[src/rtl/scl_div_pkg.sv]
package scl_div_pkg;

  typedef enum logic [1:0] {
    PH_IDLE = 2'd0,
    PH_LOW  = 2'd1,
    PH_HIGH = 2'd2
  } scl_phase_t;

  // Extra ticks added to each phase, chosen by the prescaler setting.
  function automatic logic [2:0] extra_ticks(input logic presc_is_zero,
                                             input logic presc_is_one);
    if (presc_is_zero)     return 3'd7;
    else if (presc_is_one) return 3'd6;
    else                   return 3'd5;
  endfunction

endpackage

[src/rtl/scl_rst_sync.sv]
module scl_rst_sync #(
  parameter int STAGES = 2
) (
  input  logic clk,
  input  logic rst_n,
  output logic rst_sync_n
);
  logic [STAGES-1:0] chain_q;

  always_ff @(posedge clk or negedge rst_n) begin
    if (!rst_n) chain_q <= '0;
    else        chain_q <= {chain_q[STAGES-2:0], 1'b1};
  end

  assign rst_sync_n = chain_q[STAGES-1];
endmodule

[src/rtl/scl_cfg_latch.sv]
module scl_cfg_latch #(
  parameter int W      = 16,
  parameter int FIELDS = 3
) (
  input  logic                      clk,
  input  logic                      rst_n,
  input  logic                      load_i,
  input  logic [FIELDS-1:0][W-1:0]  cfg_i,
  output logic [FIELDS-1:0][W-1:0]  cfg_o
);
  for (genvar g = 0; g < FIELDS; g++) begin : g_field
    logic [W-1:0] field_q, field_d;

    always_comb begin
      field_d = field_q;
      if (load_i) field_d = cfg_i[g];
    end

    always_ff @(posedge clk or negedge rst_n) begin
      if (!rst_n) field_q <= '0;
      else        field_q <= field_d;
    end

    assign cfg_o[g] = field_q;
  end
endmodule

[src/rtl/scl_tick_gen.sv]
module scl_tick_gen #(
  parameter int W = 16
) (
  input  logic         clk,
  input  logic         rst_n,
  input  logic         run_i,
  input  logic [W-1:0] presc_i,
  output logic         tick_o
);
  logic [W-1:0] pre_q, pre_d;

  assign tick_o = run_i && (pre_q == presc_i);

  always_comb begin
    pre_d = pre_q + 1'b1;
    if (!run_i || tick_o) pre_d = '0;
  end

  always_ff @(posedge clk or negedge rst_n) begin
    if (!rst_n) pre_q <= '0;
    else        pre_q <= pre_d;
  end

  // The tick counter never passes the captured prescaler limit.
  assert_pre_bound_R4: assert property (@(posedge clk) disable iff (!rst_n)
    run_i |-> (pre_q <= presc_i));

  // While idle, the counter sits at zero.
  assert_pre_idle_R2: assert property (@(posedge clk) disable iff (!rst_n)
    !run_i |=> (pre_q == '0));
endmodule

[src/rtl/scl_phase_fsm.sv]
module scl_phase_fsm
  import scl_div_pkg::*;
#(
  parameter int W = 16
) (
  input  logic         clk,
  input  logic         rst_n,
  input  logic         en_i,
  input  logic         tick_i,
  input  logic [W-1:0] presc_i,
  input  logic [W-1:0] low_i,
  input  logic [W-1:0] high_i,
  output logic         load_o,
  output logic         run_o,
  output logic         scl_o,
  output logic         rise_o,
  output logic         fall_o
);
  localparam int CW = W + 1;

  scl_phase_t    phase_q, phase_d;
  logic [CW-1:0] cnt_q, cnt_d;
  logic          scl_q, scl_d, rise_q, rise_d, fall_q, fall_d;
  logic [2:0]    d_extra;
  logic [CW-1:0] low_last, high_last, cur_last;

  assign d_extra   = extra_ticks(presc_i == '0, presc_i == W'(1));
  assign low_last  = {1'b0, low_i}  + CW'(d_extra) - 1'b1;
  assign high_last = {1'b0, high_i} + CW'(d_extra) - 1'b1;
  assign cur_last  = (phase_q == PH_HIGH) ? high_last : low_last;

  always_comb begin
    phase_d = phase_q;
    cnt_d   = cnt_q;
    scl_d   = scl_q;
    rise_d  = 1'b0;
    fall_d  = 1'b0;
    load_o  = 1'b0;
    case (phase_q)
      PH_IDLE: begin
        scl_d = 1'b1;
        cnt_d = '0;
        if (en_i) begin
          phase_d = PH_LOW;
          scl_d   = 1'b0;
          fall_d  = 1'b1;
          load_o  = 1'b1;
        end
      end
      PH_LOW: begin
        if (!en_i) begin
          phase_d = PH_IDLE;
          scl_d   = 1'b1;
          rise_d  = 1'b1;
          cnt_d   = '0;
        end else if (tick_i) begin
          if (cnt_q == low_last) begin
            phase_d = PH_HIGH;
            scl_d   = 1'b1;
            rise_d  = 1'b1;
            cnt_d   = '0;
          end else begin
            cnt_d = cnt_q + 1'b1;
          end
        end
      end
      PH_HIGH: begin
        if (!en_i) begin
          phase_d = PH_IDLE;
          cnt_d   = '0;
        end else if (tick_i) begin
          if (cnt_q == high_last) begin
            phase_d = PH_LOW;
            scl_d   = 1'b0;
            fall_d  = 1'b1;
            load_o  = 1'b1;
            cnt_d   = '0;
          end else begin
            cnt_d = cnt_q + 1'b1;
          end
        end
      end
      default: begin
        phase_d = PH_IDLE;
        scl_d   = 1'b1;
        cnt_d   = '0;
      end
    endcase
  end

  always_ff @(posedge clk or negedge rst_n) begin
    if (!rst_n) begin
      phase_q <= PH_IDLE;
      cnt_q   <= '0;
      scl_q   <= 1'b1;
      rise_q  <= 1'b0;
      fall_q  <= 1'b0;
    end else begin
      phase_q <= phase_d;
      cnt_q   <= cnt_d;
      scl_q   <= scl_d;
      rise_q  <= rise_d;
      fall_q  <= fall_d;
    end
  end

  assign run_o  = (phase_q != PH_IDLE);
  assign scl_o  = scl_q;
  assign rise_o = rise_q;
  assign fall_o = fall_q;

  // Tick counter stays inside the current phase length.
  assert_cnt_bound_R4: assert property (@(posedge clk) disable iff (!rst_n)
    run_o |-> (cnt_q <= cur_last));

  // Enable seen low always leaves the line high.
  assert_idle_high_R2: assert property (@(posedge clk) disable iff (!rst_n)
    !en_i |=> scl_o);

  // Strobes follow the line level.
  assert_rise_edge_R7: assert property (@(posedge clk) disable iff (!rst_n)
    rise_o |-> (scl_o && !$past(scl_o)));
  assert_fall_edge_R7: assert property (@(posedge clk) disable iff (!rst_n)
    fall_o |-> (!scl_o && $past(scl_o)));
  assert_level_rise_R7: assert property (@(posedge clk) disable iff (!rst_n)
    (scl_o && !$past(scl_o)) |-> rise_o);
  assert_level_fall_R7: assert property (@(posedge clk) disable iff (!rst_n)
    (!scl_o && $past(scl_o)) |-> fall_o);
  assert_strobe_excl_R7: assert property (@(posedge clk) disable iff (!rst_n)
    $onehot0({rise_o, fall_o}));
endmodule

[src/rtl/scl_timebase.sv]
module scl_timebase
  import scl_div_pkg::*;
#(
  parameter int REG_W      = 16,
  parameter int SYNC_STAGE = 2
) (
  input  logic             clk,
  input  logic             rst_n,
  input  logic             enable,
  input  logic [REG_W-1:0] presc_val,
  input  logic [REG_W-1:0] low_val,
  input  logic [REG_W-1:0] high_val,
  output logic             scl_out,
  output logic             scl_rise_stb,
  output logic             scl_fall_stb
);
  localparam int N_CFG  = 3;
  localparam int IDX_PS = 0;
  localparam int IDX_LO = 1;
  localparam int IDX_HI = 2;

  logic                          rst_int_n;
  logic                          load_w, run_w, tick_w;
  logic [N_CFG-1:0][REG_W-1:0]   cfg_in, cfg_lat;

  assign cfg_in[IDX_PS] = presc_val;
  assign cfg_in[IDX_LO] = low_val;
  assign cfg_in[IDX_HI] = high_val;

  scl_rst_sync #(.STAGES(SYNC_STAGE)) u_rst (
    .clk        (clk),
    .rst_n      (rst_n),
    .rst_sync_n (rst_int_n)
  );

  scl_cfg_latch #(.W(REG_W), .FIELDS(N_CFG)) u_cfg (
    .clk    (clk),
    .rst_n  (rst_int_n),
    .load_i (load_w),
    .cfg_i  (cfg_in),
    .cfg_o  (cfg_lat)
  );

  scl_tick_gen #(.W(REG_W)) u_tick (
    .clk     (clk),
    .rst_n   (rst_int_n),
    .run_i   (run_w),
    .presc_i (cfg_lat[IDX_PS]),
    .tick_o  (tick_w)
  );

  scl_phase_fsm #(.W(REG_W)) u_fsm (
    .clk     (clk),
    .rst_n   (rst_int_n),
    .en_i    (enable),
    .tick_i  (tick_w),
    .presc_i (cfg_lat[IDX_PS]),
    .low_i   (cfg_lat[IDX_LO]),
    .high_i  (cfg_lat[IDX_HI]),
    .load_o  (load_w),
    .run_o   (run_w),
    .scl_o   (scl_out),
    .rise_o  (scl_rise_stb),
    .fall_o  (scl_fall_stb)
  );

  // Captured settings move only at a period start.
  assert_cfg_hold_R8: assert property (@(posedge clk) disable iff (!rst_int_n)
    (run_w && !scl_fall_stb) |-> $stable(cfg_lat));

  // Leaving idle always begins with the low phase.
  assert_start_low_R3: assert property (@(posedge clk) disable iff (!rst_int_n)
    $rose(run_w) |-> (scl_fall_stb && !scl_out));
endmodule

[config.mk]
export PLATFORM = sky130hd
export DESIGN_NAME = scl_timebase
export DESIGN_NICKNAME = d
export VERILOG_FILES = /design/src/rtl/scl_div_pkg.sv /design/src/rtl/scl_rst_sync.sv /design/src/rtl/scl_cfg_latch.sv /design/src/rtl/scl_tick_gen.sv /design/src/rtl/scl_phase_fsm.sv /design/src/rtl/scl_timebase.sv
export SDC_FILE = /design/constraint.sdc
export NUM_CORES = 1
export LEC_CHECK = 0
export ABC_CLOCK_PERIOD_IN_PS = 7860
export BUFFER_PORTS_ARGS = -buffer_cell sky130_fd_sc_hd__buf_2
export CORE_MARGIN = 2
export CORE_UTILIZATION = 45
export DETAILED_ROUTE_END_ITERATION = 10
export GPL_TIMING_DRIVEN = 0
export MAX_ROUTING_LAYER = met4
export SLEW_MARGIN = 20
export SYNTH_ARGS = -nofsm -noshare
export SYNTH_HDL_FRONTEND = slang
export SYNTH_SLANG_ARGS = --single-unit
export TNS_END_PERCENT = 5
[constraint.sdc]
create_clock -name clk -period 7.86 [get_ports clk]
set_clock_uncertainty 0.05 [all_clocks]
set_input_delay 1.572 -clock clk [delete_from_list [all_inputs] [get_ports clk]]
set_output_delay 1.572 -clock clk [all_outputs]
set_load 0.005 [all_outputs]
; ---- After elaboration in Yosys (flattened, before gate mapping)
; Index checks and enable logic that the tools add are counted.
[op_classes]
reduce_logical = 9
eq_ne = 14
add_sub_neg = 6
mux = 35
[op_table]
columns = op, n
row1 = $mux 17, 6
row2 = $add 16x3->17, 2
row3 = $eq 17x17->1, 2
row4 = $pmux 17 s2, 1
row5 = $sub 17x1->17 const B, 2
row6 = $mux 2, 9
row7 = $add 17x1->17 const B, 1
row8 = $add 16x1->16 const B, 1
row9 = $eq 16x1->1 const B, 1
row10 = $eq 16x16->1, 1
row11 = $logic_not 16->1, 1
row12 = $mux 16, 1
row13 = $mux 1, 15
row14 = $reduce_and 5->1, 2
row15 = $ne 3x3->1 const B, 3
row16 = $ne 2x2->1 const B, 4
row17 = $pmux 2 s3, 1
row18 = $ne 3x2->1 const B, 1
row19 = $pmux 1 s3, 1
row20 = $eq 2x1->1 const B, 1
row21 = $eq 2x2->1 const B, 1
row22 = $logic_not 2->1, 1
row23 = $pmux 1 s2, 1
row24 = $reduce_and 2->1, 1
row25 = other kinds (4), 4
[totals]
register_bits = 88
in_bits = 51
elab_cells = 74
out_inout_bits = 3

; ---- Depth between registers and ports, before layout
[logic_depth]
depth_word = 10
depth_mapped = 18
mapped_depth_nobuf = 16

; ---- Modules after synthesis
; Synthesis repeated with hierarchy kept, for this count alone.
[hier_totals]
cells_unflattened = 571
area_unflattened_um2 = 5719.2
[modules_own_cells]
columns = mod, area_per_inst_um2, seq_area_each_um2, instances, cells_per_inst
row1 = scl_phase_fsm, 2810.2, 551.8, 1, 366
row2 = scl_cfg_latch, 1860.5, 1201.2, 1, 101
row3 = scl_tick_gen, 994.7, 400.4, 1, 101
row4 = scl_rst_sync, 53.8, 50.0, 1, 3

; ---- Worst setup path before layout
; No wires, ideal clock.
[synth_timing]
path_type = reg-to-reg
from = reg u_cfg.g_field[0].field_q[10]
to = reg u_fsm.cnt_q[13]
setup_time_ns = 0.141
period_less_slack_ns = 4.170
required_ns = 7.669
path_stages_with_launch = 18
path_buffers = 2
t_arrival_ns = 3.980
slack_ns = 3.690
path_cell_list = dfrtp_1 -> nor4_1 -> nand4_1 -> ha_1 -> inv_1 -> ha_1 -> fa_1 -> and4_1 -> a21oi_1 -> nor3_1 -> o31a_1 -> a211o_1 -> or4_1 -> a22o_1 -> buf_2 -> nand2_1 -> buf_4 -> o311ai_1
[synth_between]
elab_chain_cells = 10
word_cells_on_any_way = 22
cone_classes = add/sub (4) / eq/ne (6) / mux (9) / reduce/logical (3)
[synth_lines]
columns = element, line_no
row1 = "start, declared", scl_cfg_latch.sv:12  ; logic [W-1:0] field_q, field_d;
row2 = "start signal, assigned", scl_cfg_latch.sv:21  ; else field_q <= field_d;
row3 = $eq 16x1->1, scl_phase_fsm.sv:27  ; assign d_extra = extra_ticks(presc_i == '0, presc_i == W'(1));
row4 = $mux 2, scl_div_pkg.sv:13  ; else if (presc_is_one) return 3'd6;
row5 = $mux 2, scl_div_pkg.sv:12  ; if (presc_is_zero) return 3'd7;
row6 = $add 16x3->17 (on tied branches), "scl_phase_fsm.sv:29, scl_phase_fsm.sv:28"
row7 = $sub 17x1->17 (on tied branches), "scl_phase_fsm.sv:29, scl_phase_fsm.sv:28"
row8 = $eq 17x17->1 (on tied branches), "scl_phase_fsm.sv:72, scl_phase_fsm.sv:57"
row9 = $mux 17 (on tied branches), "scl_phase_fsm.sv:72, scl_phase_fsm.sv:57"
row10 = $mux 17 (on tied branches), "scl_phase_fsm.sv:71, scl_phase_fsm.sv:56"
row11 = $mux 17 (on tied branches), "scl_phase_fsm.sv:68, scl_phase_fsm.sv:51"
row12 = $pmux 17 s2, scl_phase_fsm.sv:39  ; case (phase_q)
row13 = "end signal, assigned", scl_phase_fsm.sv:100  ; cnt_q <= cnt_d;
row14 = "end, declared", scl_phase_fsm.sv:22  ; logic [CW-1:0] cnt_q, cnt_d;
; Several ways; a longest one is shown, not always the timed one. The select of a mux whose other input is x is not followed.
; A chain may end at the register's enable or synchronous reset.

; ---- Worst setup path in the final report
[layout_timing]
from = reg u_cfg.g_field[0].field_q[10]
to = reg u_fsm.cnt_q[11]
; Same word-level chain as after synthesis.

==> run_results.csv <==
group,metric,value,unit
outcome,status,"complete, but fails checks",
outcome,violations,"DRC",
flow_run,cap_violations,0,
sta,rsz0062_at_grt,"false",
synthesis,avgSynthCellArea,9.84,um^2
layout,drive_above_1_share,20.3,%
floorplanning,die_w,113,um
synthesis,synth_seq_area_share,41.0,%
synthesis,syn-instance-count,546,
global_routing,track_usage,21.4,%
setup_path,critical_path.max_fanout,10,
setup_path,rr_endpoint,"u_fsm.cnt_q[11]",
route,routed-wl-met2,6.10,mm
sta,post-route-period-util,68.5,%
placed_design,io_buffers,52,
layout,fillers,1074,
clock_tree,htree_num_levels,3,
clock_tree,post_cts_resized,0,
route,dr.pass1.iters,7,
clock_tree,cts_setup_buffers,0,
route,wl_met1,5.77,mm
sta,hold_viol,0,
global_routing,grt_pass1_vias,4216,
route,wl,12.5,mm
synthesis,synth_area,5370,um^2
sta,fmax,0.186,GHz
setup_path,cpPeakStageDelay,0.48,ns
layout,nNetsFinal,677,
clock_tree,cts_sinks,88,
setup_path,crit_type,"reg2reg",
clock_tree,cts-root-buf,"clkbuf_16",
setup_path,regToRegSetupSlack,2.48,ns
floorplanning,pin_count,54,
sta,whs,0.280,ns
placed_design,dpl_cell_area,5840,um^2
sta,relSlewSlack,61.6,%
sta,finalSetupTns,0,ns
setup_path,r2r-start,"u_cfg.g_field[0].field_q[10]",
synthesis,yosysTopAreaCell,"dfrtp_1",
route,routed_via_density,5.68,
clock_tree,cts_tree,"built",
sta,setup_viol,0,
floorplanning,dieArea,12800,um^2
setup_path,critPathCaptureType,"flip-flop",
floorplanning,initial_utilization,46.6,%
synthesis,synth-main-ff-cell,"dfrtp_1",
route,wl_per_cell,16.5,um
synthesis,yosys_warnings,0,
clock_tree,clkSlewWorstSetupHoldPaths,0.06,ns
route,wl_met3,449,um
layout,syn_to_final_growth,14.1,%
placed_design,dp.cells,742,
global_routing,grt_antenna_before_repair,0,
pwr,powerDensity,332,nW/um^2
sta,tightest_slew,0.576,ns
setup_path,critPathArrivalTime,5.55,ns
global_routing,grt_max_degree,47,
floorplanning,coreArea,11500,um^2
layout,final_cell_area,6130,um^2
pwr,ir_worst_vdd,0.133,mV
setup_path,crit_slowest_cell,"or4_1",
placed_design,dpl.hpwl,9.44,mm
route,ant_nets,0,
setup_path,reg2regPathDepth,18,
synthesis,ys_seq_elements,88,
floorplanning,row_count,39,
worst_hold_path,hold_class,"reg2async",
setup_path,crit_chain,"nor4_1, nand4_1, nor2_1, ha_1, inv_1, ha_1, fa_1, and4_1, a21oi_1, nor3_1, o31a_1, a211o_1, or4_1, a22o_1, buf_2, nand2_1, buf_4, o311ai_1",
route,drt_iter0_markers,197,
synthesis,ys_async_sr_fraction,100,%
clock_tree,clockBufferDepth,2,
floorplanning,die_y,113,um
global_routing,grt_first_pass_wirelength,21.0,mm
clock_tree,clk_latency,0.35,ns
sta,drv_slew,0,
synthesis,synth-edff-count,0,
clock_tree,cts-buffers-inserted,9,
synthesis,syn-num-nets,613,
layout,final-instance-count-excl-fill,758,
setup_path,cpMostUsedCell,"ha_1",
route,drc,2,
pwr,total_power,2.03,mW
sta,fin_crit,5.38,ns
synthesis,synth_top_area_share,40.5,%
synthesis,synth.distinct_cells,67,
setup_path,critPathLaunchType,"flip-flop",
route,maxUsedRoutingLayer,"met4",
setup_path,critical_path_required,8.03,ns
layout,num_antenna_cells,0,
global_routing,overflow,0,
route,vias,4303,
clock_tree,cts_hold_buffers,0,
pwr,p_leak,2.59,nW
placed_design,place.gp.congestion,0.857,
synthesis,ys_top_cells_by_area,"dfrtp_1 (41%), mux2_2 (6.9%), xor2_1 (5.7%), xnor2_1 (4.1%), mux2_1 (3.6%)",
[cell usage in the layout (no fill, tap or decap), types with 3 or more instances in the layout]
cell | netlist | layout
a21o_1 | 3 | 3
dfrtp_1 | 87 | 86
a211o_1 | 3 | 3
xor2_1 | 35 | 35
clkbuf_1 | 15 | 16
mux2_1 | 17 | 17
xnor2_1 | 25 | 25
clkbuf_16 | 0 | 9
and4_1 | 4 | 4
nand3_1 | 35 | 35
nand2b_1 | 4 | 4
inv_1 | 31 | 31
a31oi_1 | 5 | 5
nor2_1 | 29 | 29
mux2_2 | 33 | 33
nand2_1 | 37 | 37
mux2i_1 | 3 | 3
o21ai_0 | 12 | 12
o21ai_1 | 4 | 4
or3_1 | 10 | 10
buf_2 | 9 | 61
o311ai_1 | 9 | 9
a21oi_1 | 19 | 19
nor4_1 | 10 | 10
and3_1 | 13 | 13
o211ai_1 | 3 | 3
nor3_1 | 12 | 12
nand4_1 | 13 | 13
ha_1 | 14 | 14
o22ai_1 | 6 | 6
[synth_stat cells (all sizes together) (3+ instances only)]
library cell and count:
a21oi 19, inv 31, nand4 14, and4 4
mux2i 3, xor2 35, o211ai 3, o22ai 6
clkbuf 15, or3 10, a31oi 5, and3 13
dfrtp 87, nand2b 4, nor4 11, nand2 37
buf 11, xnor2 25, nand3 35, nor3 13
a21o 3, nor2 29, a211o 3, o311ai 9
mux2 50, ha 14, nor4b 3, o21ai 16
[layer usage]
metal / GRT usage [%] / vias to the layer above
met4: 7.40 / 0
met3: 3.80 / 12
met5: - / -
met1: 27.7 / 2115
met2: 34.1 / 74
li1: - / 2102
[cell type report]
cell class | count | area [um^2] | share of cell area (%)
inverters | 31 | 116 | 1.90
plain buffers | 26 | 120 | 1.96
clock inverters | 4 | 28.8 | 0.470
well taps | 143 | 179 | 2.92
repair buffers | 53 | 288 | 4.70
multi-input cells | 401 | 2930 | 47.8
clock buffers | 12 | 256 | 4.19
flip-flops and latches | 88 | 2210 | 36.0
[power by group]
part	internal (mW)	total, mW	switching [mW]
Combinational	0.401	0.841	0.441
Sequential	0.599	0.779	0.180
Clock	0.232	0.414	0.182
Total	1.23	2.03	0.803
[kinds of logic (layout without fill, tap and decap cells)]
logic type	Yosys count	count (layout)	share of synthesized area, %
compound gates	85	85	10.8
xor+xnor	60	60	9.79
fa+ha+maj	16	16	4.01
buf+inv	57	126	4.40
flops	88	88	41.0
mux	53	53	11.0
other cells	1	1	0.0698
simple gates	186	186	18.8
[sequential cells by signal, indices dropped and copies added, names as in the netlist]
register	cells
u_fsm.fall_o	1
u_cfg.g_field.field_q	48
u_fsm.scl_o	1
u_tick.pre_q	16
u_fsm.rise_o	1
u_fsm.phase_q	2
u_rst.chain_q	2
u_fsm.cnt_q	17
[through the flow]
step	utilization, %	setup WS, ns
floorplan	-	3.69
global placement	50.4	2.55
detailed placement	50.7	2.57
CTS	53.2	2.48
global route	53.2	2.28
finish	53.2	2.48
[critical path: cells and delay by family (launching register included)]
kind                       cells  cell delay [ns]
AOI/OAI and AO/OA              5             1.14
adders and majority gates      3             0.90
buffers and inverters          3             0.46
DFF                            1             0.42
and+or+nand+nor                7             2.28
[worst max path at each step]
stage	start	endpoint	slack, ns	cells past startpoint
after global routing	u_cfg.g_field[0].field_q[10]	u_cfg.g_field[2].field_q[14]	2.28	18
after detailed placement	u_cfg.g_field[0].field_q[10]	u_cfg.g_field[2].field_q[11]	2.57	18
after CTS	u_cfg.g_field[0].field_q[10]	u_cfg.g_field[2].field_q[11]	2.48	18
after global placement	u_cfg.g_field[0].field_q[10]	u_cfg.g_field[2].field_q[14]	2.55	18
final	u_cfg.g_field[0].field_q[10]	u_fsm.cnt_q[11]	2.48	18
after floorplan	u_cfg.g_field[0].field_q[10]	u_fsm.cnt_q[13]	3.69	17
Note: power is estimated with default switching activity, not from simulation.
